===== src/rtl/seg_pkg.sv =====
package seg_pkg;
    localparam int SEG_W   = 16;
    localparam int OFS_W   = 16;
    localparam int SHIFT   = 4;
    localparam int PA_W    = 20;
    localparam int NSEG    = 4;
    localparam int SEL_W   = $clog2(NSEG);

    typedef enum logic [SEL_W-1:0] {
        SEG_CODE  = 2'd0,
        SEG_DATA  = 2'd1,
        SEG_STACK = 2'd2,
        SEG_EXTRA = 2'd3
    } seg_e;

    typedef enum logic [1:0] {
        ACC_FETCH  = 2'd0,
        ACC_STACK  = 2'd1,
        ACC_DATA   = 2'd2,
        ACC_STRING = 2'd3
    } acc_e;

    typedef enum logic [2:0] {
        AM_BX     = 3'd0,
        AM_SI     = 3'd1,
        AM_DI     = 3'd2,
        AM_BP     = 3'd3,
        AM_SP     = 3'd4,
        AM_BP_IDX = 3'd5,
        AM_BX_IDX = 3'd6,
        AM_DIRECT = 3'd7
    } amode_e;
endpackage


===== src/rtl/seg_bank.sv =====
module seg_bank
    import seg_pkg::*;
#(
    parameter int N  = NSEG,
    parameter int W  = SEG_W,
    parameter int SW = SEL_W
) (
    input  logic                 clk,
    input  logic                 rst_n,
    input  logic                 wr_en,
    input  logic [SW-1:0]        wr_sel,
    input  logic [W-1:0]         wr_data,
    output logic [N-1:0][W-1:0]  bank
);
    for (genvar i = 0; i < N; i++) begin : g_reg
        always_ff @(posedge clk) begin
            if (!rst_n) begin
                bank[i] <= '0;
            end else if (wr_en && (wr_sel == SW'(i))) begin
                bank[i] <= wr_data;
            end
        end

        // a register not addressed by the write keeps its value
        a_r7_hold: assert property (@(posedge clk) disable iff (!rst_n)
            !(wr_en && (wr_sel == SW'(i))) |=> $stable(bank[i]));
    end

    // the written value is present one cycle after the strobe
    a_r7_write_visible: assert property (@(posedge clk) disable iff (!rst_n)
        wr_en |=> bank[$past(wr_sel)] == $past(wr_data));
endmodule


===== src/rtl/seg_select.sv =====
module seg_select
    import seg_pkg::*;
(
    input  logic [1:0] acc_kind,
    input  logic [2:0] addr_mode,
    input  logic [2:0] seg_ovr,
    output seg_e       sel
);
    seg_e implicit_sel;

    always_comb begin
        unique case (addr_mode)
            AM_BP, AM_SP, AM_BP_IDX:        implicit_sel = SEG_STACK;
            AM_BX, AM_SI, AM_DI,
            AM_BX_IDX, AM_DIRECT:           implicit_sel = SEG_DATA;
            default:                        implicit_sel = SEG_DATA;
        endcase
    end

    always_comb begin
        unique case (acc_kind)
            ACC_FETCH:  sel = SEG_CODE;
            ACC_STACK:  sel = seg_ovr[2] ? seg_e'(seg_ovr[1:0]) : SEG_STACK;
            ACC_DATA:   sel = seg_ovr[2] ? seg_e'(seg_ovr[1:0]) : implicit_sel;
            ACC_STRING: sel = seg_ovr[2] ? seg_e'(seg_ovr[1:0]) : SEG_EXTRA;
            default:    sel = SEG_CODE;
        endcase
    end
endmodule


===== src/rtl/seg_adder.sv =====
module seg_adder
    import seg_pkg::*;
#(
    parameter int SW = SEG_W,
    parameter int OW = OFS_W,
    parameter int SH = SHIFT,
    parameter int AW = PA_W
) (
    input  logic [SW-1:0] seg_val,
    input  logic [OW-1:0] ofs,
    output logic [AW-1:0] addr
);
    localparam int SUM_W = ((SW + SH) > OW ? (SW + SH) : OW) + 1;

    logic [SUM_W-1:0] full_sum;

    always_comb begin
        full_sum = SUM_W'({seg_val, {SH{1'b0}}}) + SUM_W'(ofs);
        addr     = full_sum[AW-1:0];
    end
endmodule


===== src/rtl/seg_addr_gen.sv =====
module seg_addr_gen
    import seg_pkg::*;
(
    input  logic              clk,
    input  logic              rst_n,
    input  logic              seg_wr_en,
    input  logic [SEL_W-1:0]  seg_wr_sel,
    input  logic [SEG_W-1:0]  seg_wr_data,
    input  logic [1:0]        acc_kind,
    input  logic [2:0]        addr_mode,
    input  logic [2:0]        seg_ovr,
    input  logic [OFS_W-1:0]  offset,
    output logic [PA_W-1:0]   phys_addr,
    output logic [SEL_W-1:0]  seg_used
);
    logic [NSEG-1:0][SEG_W-1:0] bank;
    seg_e                       sel;
    logic [SEG_W-1:0]           cur_seg;

    seg_bank #(.N(NSEG), .W(SEG_W), .SW(SEL_W)) u_bank (
        .clk     (clk),
        .rst_n   (rst_n),
        .wr_en   (seg_wr_en),
        .wr_sel  (seg_wr_sel),
        .wr_data (seg_wr_data),
        .bank    (bank)
    );

    seg_select u_sel (
        .acc_kind  (acc_kind),
        .addr_mode (addr_mode),
        .seg_ovr   (seg_ovr),
        .sel       (sel)
    );

    always_comb begin
        cur_seg  = bank[sel];
        seg_used = sel;
    end

    seg_adder #(.SW(SEG_W), .OW(OFS_W), .SH(SHIFT), .AW(PA_W)) u_add (
        .seg_val (cur_seg),
        .ofs     (offset),
        .addr    (phys_addr)
    );

    // fetch always lands on the code segment
    a_r2_fetch_code: assert property (@(posedge clk) disable iff (!rst_n)
        (acc_kind == ACC_FETCH) |-> (seg_used == SEG_CODE));

    // a valid override wins on every non-fetch access
    a_r6_override: assert property (@(posedge clk) disable iff (!rst_n)
        (acc_kind != ACC_FETCH && seg_ovr[2]) |-> (seg_used == seg_ovr[1:0]));

    // string access with no override uses extra
    a_r5_string_extra: assert property (@(posedge clk) disable iff (!rst_n)
        (acc_kind == ACC_STRING && !seg_ovr[2]) |-> (seg_used == SEG_EXTRA));

    // the low nibble of the address is the offset's low nibble
    a_r1_low_nibble: assert property (@(posedge clk) disable iff (!rst_n)
        phys_addr[SHIFT-1:0] == offset[SHIFT-1:0]);
endmodule


===== config.mk =====
export PLATFORM = sky130hd
export DESIGN_NAME = seg_addr_gen
export DESIGN_NICKNAME = d
export VERILOG_FILES = /design/src/rtl/seg_pkg.sv /design/src/rtl/seg_bank.sv /design/src/rtl/seg_select.sv /design/src/rtl/seg_adder.sv /design/src/rtl/seg_addr_gen.sv
export SDC_FILE = /design/constraint.sdc
export NUM_CORES = 1
export LEC_CHECK = 0
export ABC_AREA = 1
export BUFFER_PORTS_ARGS = -buffer_cell sky130_fd_sc_hd__buf_2
export CAP_MARGIN = 0
export CORE_ASPECT_RATIO = 0.6
export CORE_MARGIN = 2
export CORE_UTILIZATION = 45
export CTS_CLUSTER_SIZE = 28
export DETAILED_ROUTE_END_ITERATION = 6
export PLACE_DENSITY = 0.69
export SLEW_MARGIN = 10
export SYNTH_ARGS = -nofsm -noshare
export SYNTH_HDL_FRONTEND = slang
export SYNTH_SLANG_ARGS = --single-unit

===== constraint.sdc =====
create_clock -name clk -period 3.7 [get_ports clk]
set_input_delay 0.74 -clock clk [delete_from_list [all_inputs] [get_ports clk]]
set_output_delay 0.74 -clock clk [all_outputs]
set_load 0.1 [all_outputs]

==> results.md, run 1 <==
* Minimum clock period at between 4 and 5 ns
* ANT nets after route at 0
* Sw frac at approximately 40%
* Worst reg2reg path startpoint: u_bank.bank[22]
* Critical Path RT at slightly below 3 ns
* Area of the multi-input gates at 2610 um2
* Final setup violation count at 11
* Remaining routing DRC violations at 0
* Setup WS post-layout at -0.323 ns
* Critical path, cell by cell: buf_8 > nand2_4 > nand3_4 > o21ai_4 > buf_6 > buf_6 > a21oi_2 > o21ai_1 > o21ai_1 > ha_1 > a21oi_4 > a21boi_4 > o21ai_4 > a31oi_4 > xor2_4 > buf_12
* First-pass GRT wire length at ~17 mm
* Count leader, synth: nor2_1
* CP max FO at 5
* Reg2Reg Setup Slack at 3.02 ns
* CTS sink cnt at 64
* Final Hold Fails at 0
* HPWL reported at the end of detailed placement at ~7.2 mm
* Drt first pass iters at 5
* Hold Path Cell Cnt at 2
* Layout cell share with drive strength beyond 1 at a little over two fifths
* DR vias/cell at about 5.4
* Layout Cells excl Fill at 717
* Worst flop-to-flop path endpoint: u_bank.bank[22]
* Clock latency on the worst-skew pair at between 0.3 and 0.4 ns
* Dominant cell type by area after synthesis: dfxtp_1
* Placed insts at 677
* Initial Utilization at a little under half
* Startpoint types: input port
* Top cell type's share of synthesized area at about 38%
* Leak pwr at 2.45 nW
* Syn nets at around 550
* Hold Path Origin: u_bank.bank[29]
* Asr flop ratio synth at 0%
* Post-Syn Area per Cell at a little under 7 um2
* Nets at between 600 and 700
* Worst Path Arrival at between 3 and 4 ns
* Clk_skew at 0 ns
* R2R depth at 2
* Biggest register: u_bank.bank
* Hold Path Class: flip-flop to flip-flop
* CTS Buf Count at 9
* GPL Wtd Cong at approximately 0.80
* Final hold slack at 0.458 ns
* Seq cells post-synth at 64
* Sequential share of the synthesized area at a little under two fifths
* CTS tree: done
* ANT cells at 0
* H-tree level count at 3
* Worst setup EP type: primary output
* Core area at about 7300 um2
* Filler cells at 465
* IO Pins at 67
* Gr ovfl total at 0
* Max incr delay on CP at roughly 0.4 ns
* Clock Power Share at 24.0%
* Root Driver: clkbuf_16
* Total number of vias at ~3900
* Initial antenna violation count at 0
* Violated checks: negative setup slack
* CP max-delay cell: ha_1
* Die Y at around 70 um
* Reg area at approximately 1300 um2
* Post-CTS Hold Buffers at 0
* Library cells used by synthesis at 30
* Sequential fraction of design power at a little under a quarter
* Std cell rows at 24
* Total negative slack at -2.73 ns
* Mapped Cells at between 400 and 500
* Slew headroom at approximately 40%
* Largest net degree at the start of global routing at 65
* Routed len/inst at between 15 and 20 um
* Hold EP: u_bank.bank[29]
* Routed wire length at between 10 and 15 mm
* Status: finished with violations
* Port buffer count at 58
* Comb pwr share at around 53%
* Max Freq at 0.249 GHz
* Die width at between 100 and 150 um
* Synth top cells by count: nor2_1, o21ai_0, dfxtp_1, a21oi_1, nand2_1
* Max-slew violations at 0
* Switching power at roughly 1.3 mW
* Pwr/cell area at 557 nW/um2
* Max-Cap Viols at 0
* Synth area leaders: dfxtp_1, o21ai_0, nor2_1
* Area Growth Syn to Fin at 69.2%
* Clock transition at path regs at around 0.050 ns
* YS warnings at 0
* Die area at about 8300 um2
* Post-synth EDFFs at 0
* Synth Flop Type: dfxtp_1
* Synth Cell Area at between 3000 and 4000 um2
* CTS max path bufs at 2
* WS Path Type: input port to primary output
* Final Cycle Share at 109%
* Worst slew pin tran at approximately 0.90 ns
* Pint at about 1.9 mW
* Max IR drop VDD at roughly 360 uV
* RSZ-0062 raised after global routing: true
* Total track usage at 27.2%
* Max reg flops at 64
* DR iter-0 viols at 396
* Number of global-route vias before repair at between 3000 and 4000
* Top flop regs: u_bank.bank (64)
## cell families after synthesis
group | count (synthesis) | share of synthesized area [%]
compound gates | 154 | 23.1
xor+xnor | 12 | 3.09
fa+ha+maj | 13 | 5.01
buf+inv | 68 | 8.94
flops | 64 | 37.7
simple gates | 178 | 22.2
## how the worst max path moves through the flow
stage | startpoint | endpoint | slack, ns | cells past startpoint
after floorplan | addr_mode[2] | phys_addr[14] | -0.66 | 19
after global placement | addr_mode[2] | phys_addr[14] | -0.39 | 18
after detailed placement | addr_mode[1] | phys_addr[13] | -0.52 | 18
after CTS | addr_mode[2] | phys_addr[14] | -0.25 | 19
after global routing | addr_mode[2] | phys_addr[14] | -0.43 | 19
final | addr_mode[2] | phys_addr[13] | -0.32 | 16
## stage by stage
stage	power [mW]	utilization (%)	worst slack, ns	instance area (um2)
2_1_floorplan	1.69	-	-0.657	3830
3_3_place_gp	2.15	65.1	-0.391	4750
3_5_place_dp	2.18	65.1	-0.520	4750
4_1_cts	3.06	73.5	-0.252	5360
5_1_grt	3.31	78.8	-0.433	5750
6_report	3.20	78.8	-0.323	5750
## layout make-up
type                    count  area share, %
clock inverters             1         0.0870
repair buffers            140           22.6
well taps                 104           2.26
flip-flops and latches     64           22.3
inverters                  39           3.02
clock buffers              12           4.46
multi-input cells         357           45.3
## critical path: cells and delay by family
kind	cells	cell delay [ns]
AO/OA/AOI/OAI	8	1.23
buffers and inverters	4	0.56
adder cells (fa/ha/maj)	1	0.39
XOR/XNOR	1	0.18
AND/OR/NAND/NOR	2	0.17
## power by group through the flow
| stage | logic (mW) | registers (mW) | clock network, mW |
|---|---|---|---|
| final | 1.69 | 0.744 | 0.767 |
| after floorplan | 0.945 | 0.750 | 0 |
| after CTS | 1.55 | 0.742 | 0.769 |
| after detailed placement | 1.42 | 0.755 | 0 |
| after global placement | 1.40 | 0.754 | 0 |
| after global routing | 1.76 | 0.746 | 0.802 |
## repair_timing
item                                    4_1_cts  5_1_grt
gates resized for setup                      52       76
buffers inserted                             19        8
pin swaps                                    23       28
gates cloned                                  1        0
endpoints found under the setup margin       13       13
hold endpoints to repair                      0        0
## layout by cell type (no fill, tap or decap), drive strengths merged, types with 9 or more instances in the layout
master / Yosys / final
inv: 37 / 37
clkbuf: 15 / 12
buf: 14 / 140
nand2: 41 / 41
a21oi: 41 / 41
o21ai: 108 / 108
xor2: 9 / 9
nand3: 20 / 20
dfxtp: 64 / 64
nor2: 113 / 113
ha: 12 / 12
## metal layers
metal  GRT usage, %  vias up  share of wire, %
met5              0        -                 0
met3           5.58       41               7.1
met2           43.7      166                48
met4           8.73        0               2.4
met1           36.9     1809                42
li1               -     1858                 -
Power figures use the tool's default switching activity.
==> inputs of run 2 (changes only) <==
--- a/config.mk
+++ b/config.mk
@@ -9,7 +9,6 @@
 export BUFFER_PORTS_ARGS = -buffer_cell sky130_fd_sc_hd__buf_2
 export CAP_MARGIN = 0
 export CORE_ASPECT_RATIO = 0.6
-export CORE_MARGIN = 2
 export CORE_UTILIZATION = 45
 export CTS_CLUSTER_SIZE = 28
 export DETAILED_ROUTE_END_ITERATION = 6
==> results.md, run 2 (same netlist as run 1, synthesis figures left out) <==
* WS Path Type: input port to primary output
* Max incr delay on CP at 0.32 ns (-0.07 ns)
* DR iter-0 viols at 280 (-29%)
* GR Util met3 at 5.94% (+0.36 points)
* Final instance area at 5590 um2 (-2.8%)
* IO Pins at 67 (unchanged)
* Met1 Use GR at 38.0% (+1.1 points)
* Area of the multi-input gates at 2520 um2 (-3.2%)
* First-pass GRT wire length at 17.0 mm (-2.1%)
* Area Growth Syn to Fin at 64.4%
* Pwr/cell area at 557 nW/um2 (about the same)
* HPWL reported at the end of detailed placement at 6.84 mm (-4.7%)
* Max reg flops at 64 (unchanged)
* Layout cell share with drive strength beyond 1 at 40.3% (-1.5 points)
* Critical Path RT at 2.96 ns (about the same)
* Total negative slack at -2.03 ns (+0.696 ns)
* Largest net degree at the start of global routing at 65 (unchanged)
* Reg2Reg Setup Slack at 3.02 ns (about the same)
* Max IR drop VDD at 336 uV (-7.0%)
* Max-slew violations at 0 (unchanged)
* Port buffer count at 58 (unchanged)
* Remaining routing DRC violations at 0 (unchanged)
* CP max FO at 8 (+3)
* Clk_skew at 0 ns (unchanged)
* Core area at 7300 um2 (unchanged)
* Number of global-route vias before repair at 3513 (-3.5%)
* Die Y at 69.3 um (-2.8%)
* CTS max path bufs at 2 (unchanged)
* GPL Wtd Cong at 0.819 (+2.9%)
* CTS Buf Count at 9 (unchanged)
* CTS sink cnt at 64 (unchanged)
* RSZ-0062 raised after global routing: true
* Most frequent cells in the layout: nor2_1, o21ai_0, dfxtp_1, buf_4, buf_2
* Max Freq at 0.251 GHz (+1.1%)
* Initial antenna violation count at 0 (unchanged)
* Routed wire length at 10.9 mm (-6.7%)
* Std cell rows at 24 (unchanged)
* Drt first pass iters at 5 (unchanged)
* Die area at 7920 um2 (-4.5%)
* Total track usage at 27.5% (+0.35 points)
* Clock latency on the worst-skew pair at 0.33 ns (about the same)
* Hold Path Cell Cnt at 2 (unchanged)
* Critical Path Source: addr_mode[2]
* Nets at 662 (-1.0%)
* Status: finished with violations
* Final Cycle Share at 108% (-1.2 points)
* Critical path, cell by cell: buf_12 > clkinv_8 > nand3_4 > nand3_4 > nand2_4 > nand2_4 > nand2_8 > clkbuf_16 > o21ai_0 > o21ai_1 > ha_4 > nand2_1 > nor2_2 > nand3_2 > nand3_2 > a21oi_4 > nor2_4 > nand3_1 > nand2_2 > nand2_4 > buf_12
* DR vias/cell at 5.31 (-1.6%)
* Final Hold Fails at 0 (unchanged)
* Initial Utilization at 46.6% (unchanged)
* Routed len/inst at 15.3 um (-5.8%)
* CP max-delay cell: ha_4
* Filler cells at 489 (+5.2%)
* Gr ovfl total at 0 (unchanged)
* H-tree level count at 3 (unchanged)
* ANT cells at 0 (unchanged)
* Hold Path Origin: u_bank.bank[61]
* Slew headroom at 37.3% (-3.0 points)
* Post-CTS Hold Buffers at 0 (unchanged)
* Worst reg2reg path startpoint: u_bank.bank[36]
* Final hold slack at 0.452 ns (-0.00628 ns)
* M2 GR Usage at 43.1% (-0.63 points)
* Leak pwr at 2.39 nW (-2.4%)
* Root Driver: clkbuf_16
* Commonest non-fill, non-tap cell in the layout: nor2_1
* Setup WS post-layout at -0.280 ns (+0.0431 ns)
* Hold Path Class: flip-flop to flip-flop
* Final Core Density at 76.6% (-2.2 points)
* Total number of vias at 3773 (-2.6%)
* Worst flop-to-flop path endpoint: u_bank.bank[36]
* Die width at 114 um (-1.7%)
* Violated checks: negative setup slack
* Clock transition at path regs at 0.05 ns (about the same)
* Biggest register: u_bank.bank
* Hold EP: u_bank.bank[61]
* Final setup violation count at 11 (unchanged)
* Pre-CTS setup slack at -0.526 ns (-0.00560 ns)
* Startpoint types: input port
* Minimum clock period at 3.98 ns (-0.0431 ns)
* Worst setup EP type: primary output
* Max-Cap Viols at 0 (unchanged)
* CTS tree: done
* Gr busiest metal: met2
* R2R depth at 2 (unchanged)
* ANT nets after route at 0 (unchanged)
* Top flop regs: u_bank.bank (64)
* Worst slew pin tran at 0.940 ns (+0.0444 ns)
* Reg area at 1280 um2 (unchanged)
* Worst Path Arrival at 3.24 ns (-0.04 ns)
* Placed cell areas at 4760 um2 (+0.32%)
* CP dominant cell by count: nand2_4
[run 2: where the power goes]
| group | internal [mW] | leakage, nW | switching [mW] |
|---|---|---|---|
| combinational | 0.650 | 1.73 | 0.959 |
| sequential | 0.727 | 0.524 | 0.0169 |
| clock | 0.476 | 0.130 | 0.287 |
[run 2: repair_timing]
action | in CTS | in global routing
pin swaps | 22 | 24
setup buffers | 6 | 11
endpoints found under the hold margin | 0 | 0
resized for setup | 47 | 60
endpoints found under the setup margin | 13 | 13
cloned | 0 | 2
[run 2: final cells by class]
| cell class | instances | share of cell area, % |
|---|---|---|
| Sequential cell | 64 | 22.9 |
| Multi-Input combinational cell | 357 | 45.1 |
| Timing Repair Buffer | 133 | 21.8 |
| Clock inverter | 1 | 0.0895 |
| Tap cell | 104 | 2.33 |
| Clock buffer | 12 | 4.59 |
| Inverter | 39 | 3.16 |
[run 2: per-layer routing]
metal	part of all wire (%)	up-vias
met5	0	-
met1	43	1745
met3	8.2	21
met2	47	167
met4	1.6	0
li1	-	1840
[run 2: worst max path at each step]
| stage | endpoint | slack [ns] | cells past startpoint |
|---|---|---|---|
| floorplan | phys_addr[14] | -0.66 | 19 |
| global placement | phys_addr[13] | -0.36 | 18 |
| detailed placement | phys_addr[13] | -0.53 | 18 |
| CTS | phys_addr[19] | -0.26 | 21 |
| global route | phys_addr[19] | -0.40 | 21 |
| finish | phys_addr[19] | -0.28 | 21 |
[run 2: worst max-delay path, delay by kind of cell]
kind | cells | cell delay, ns
compound gates | 3 | 0.48
buf+inv | 4 | 0.49
simple gates | 13 | 1.20
fa+ha+maj | 1 | 0.32
[run 2: stage by stage]
step | power [mW] | cells
after floorplan | 1.69 | 489
after global placement | 2.15 | 679
after detailed placement | 2.17 | 679
after CTS | 2.99 | 697
after global routing | 3.22 | 710
final | 3.11 | 710
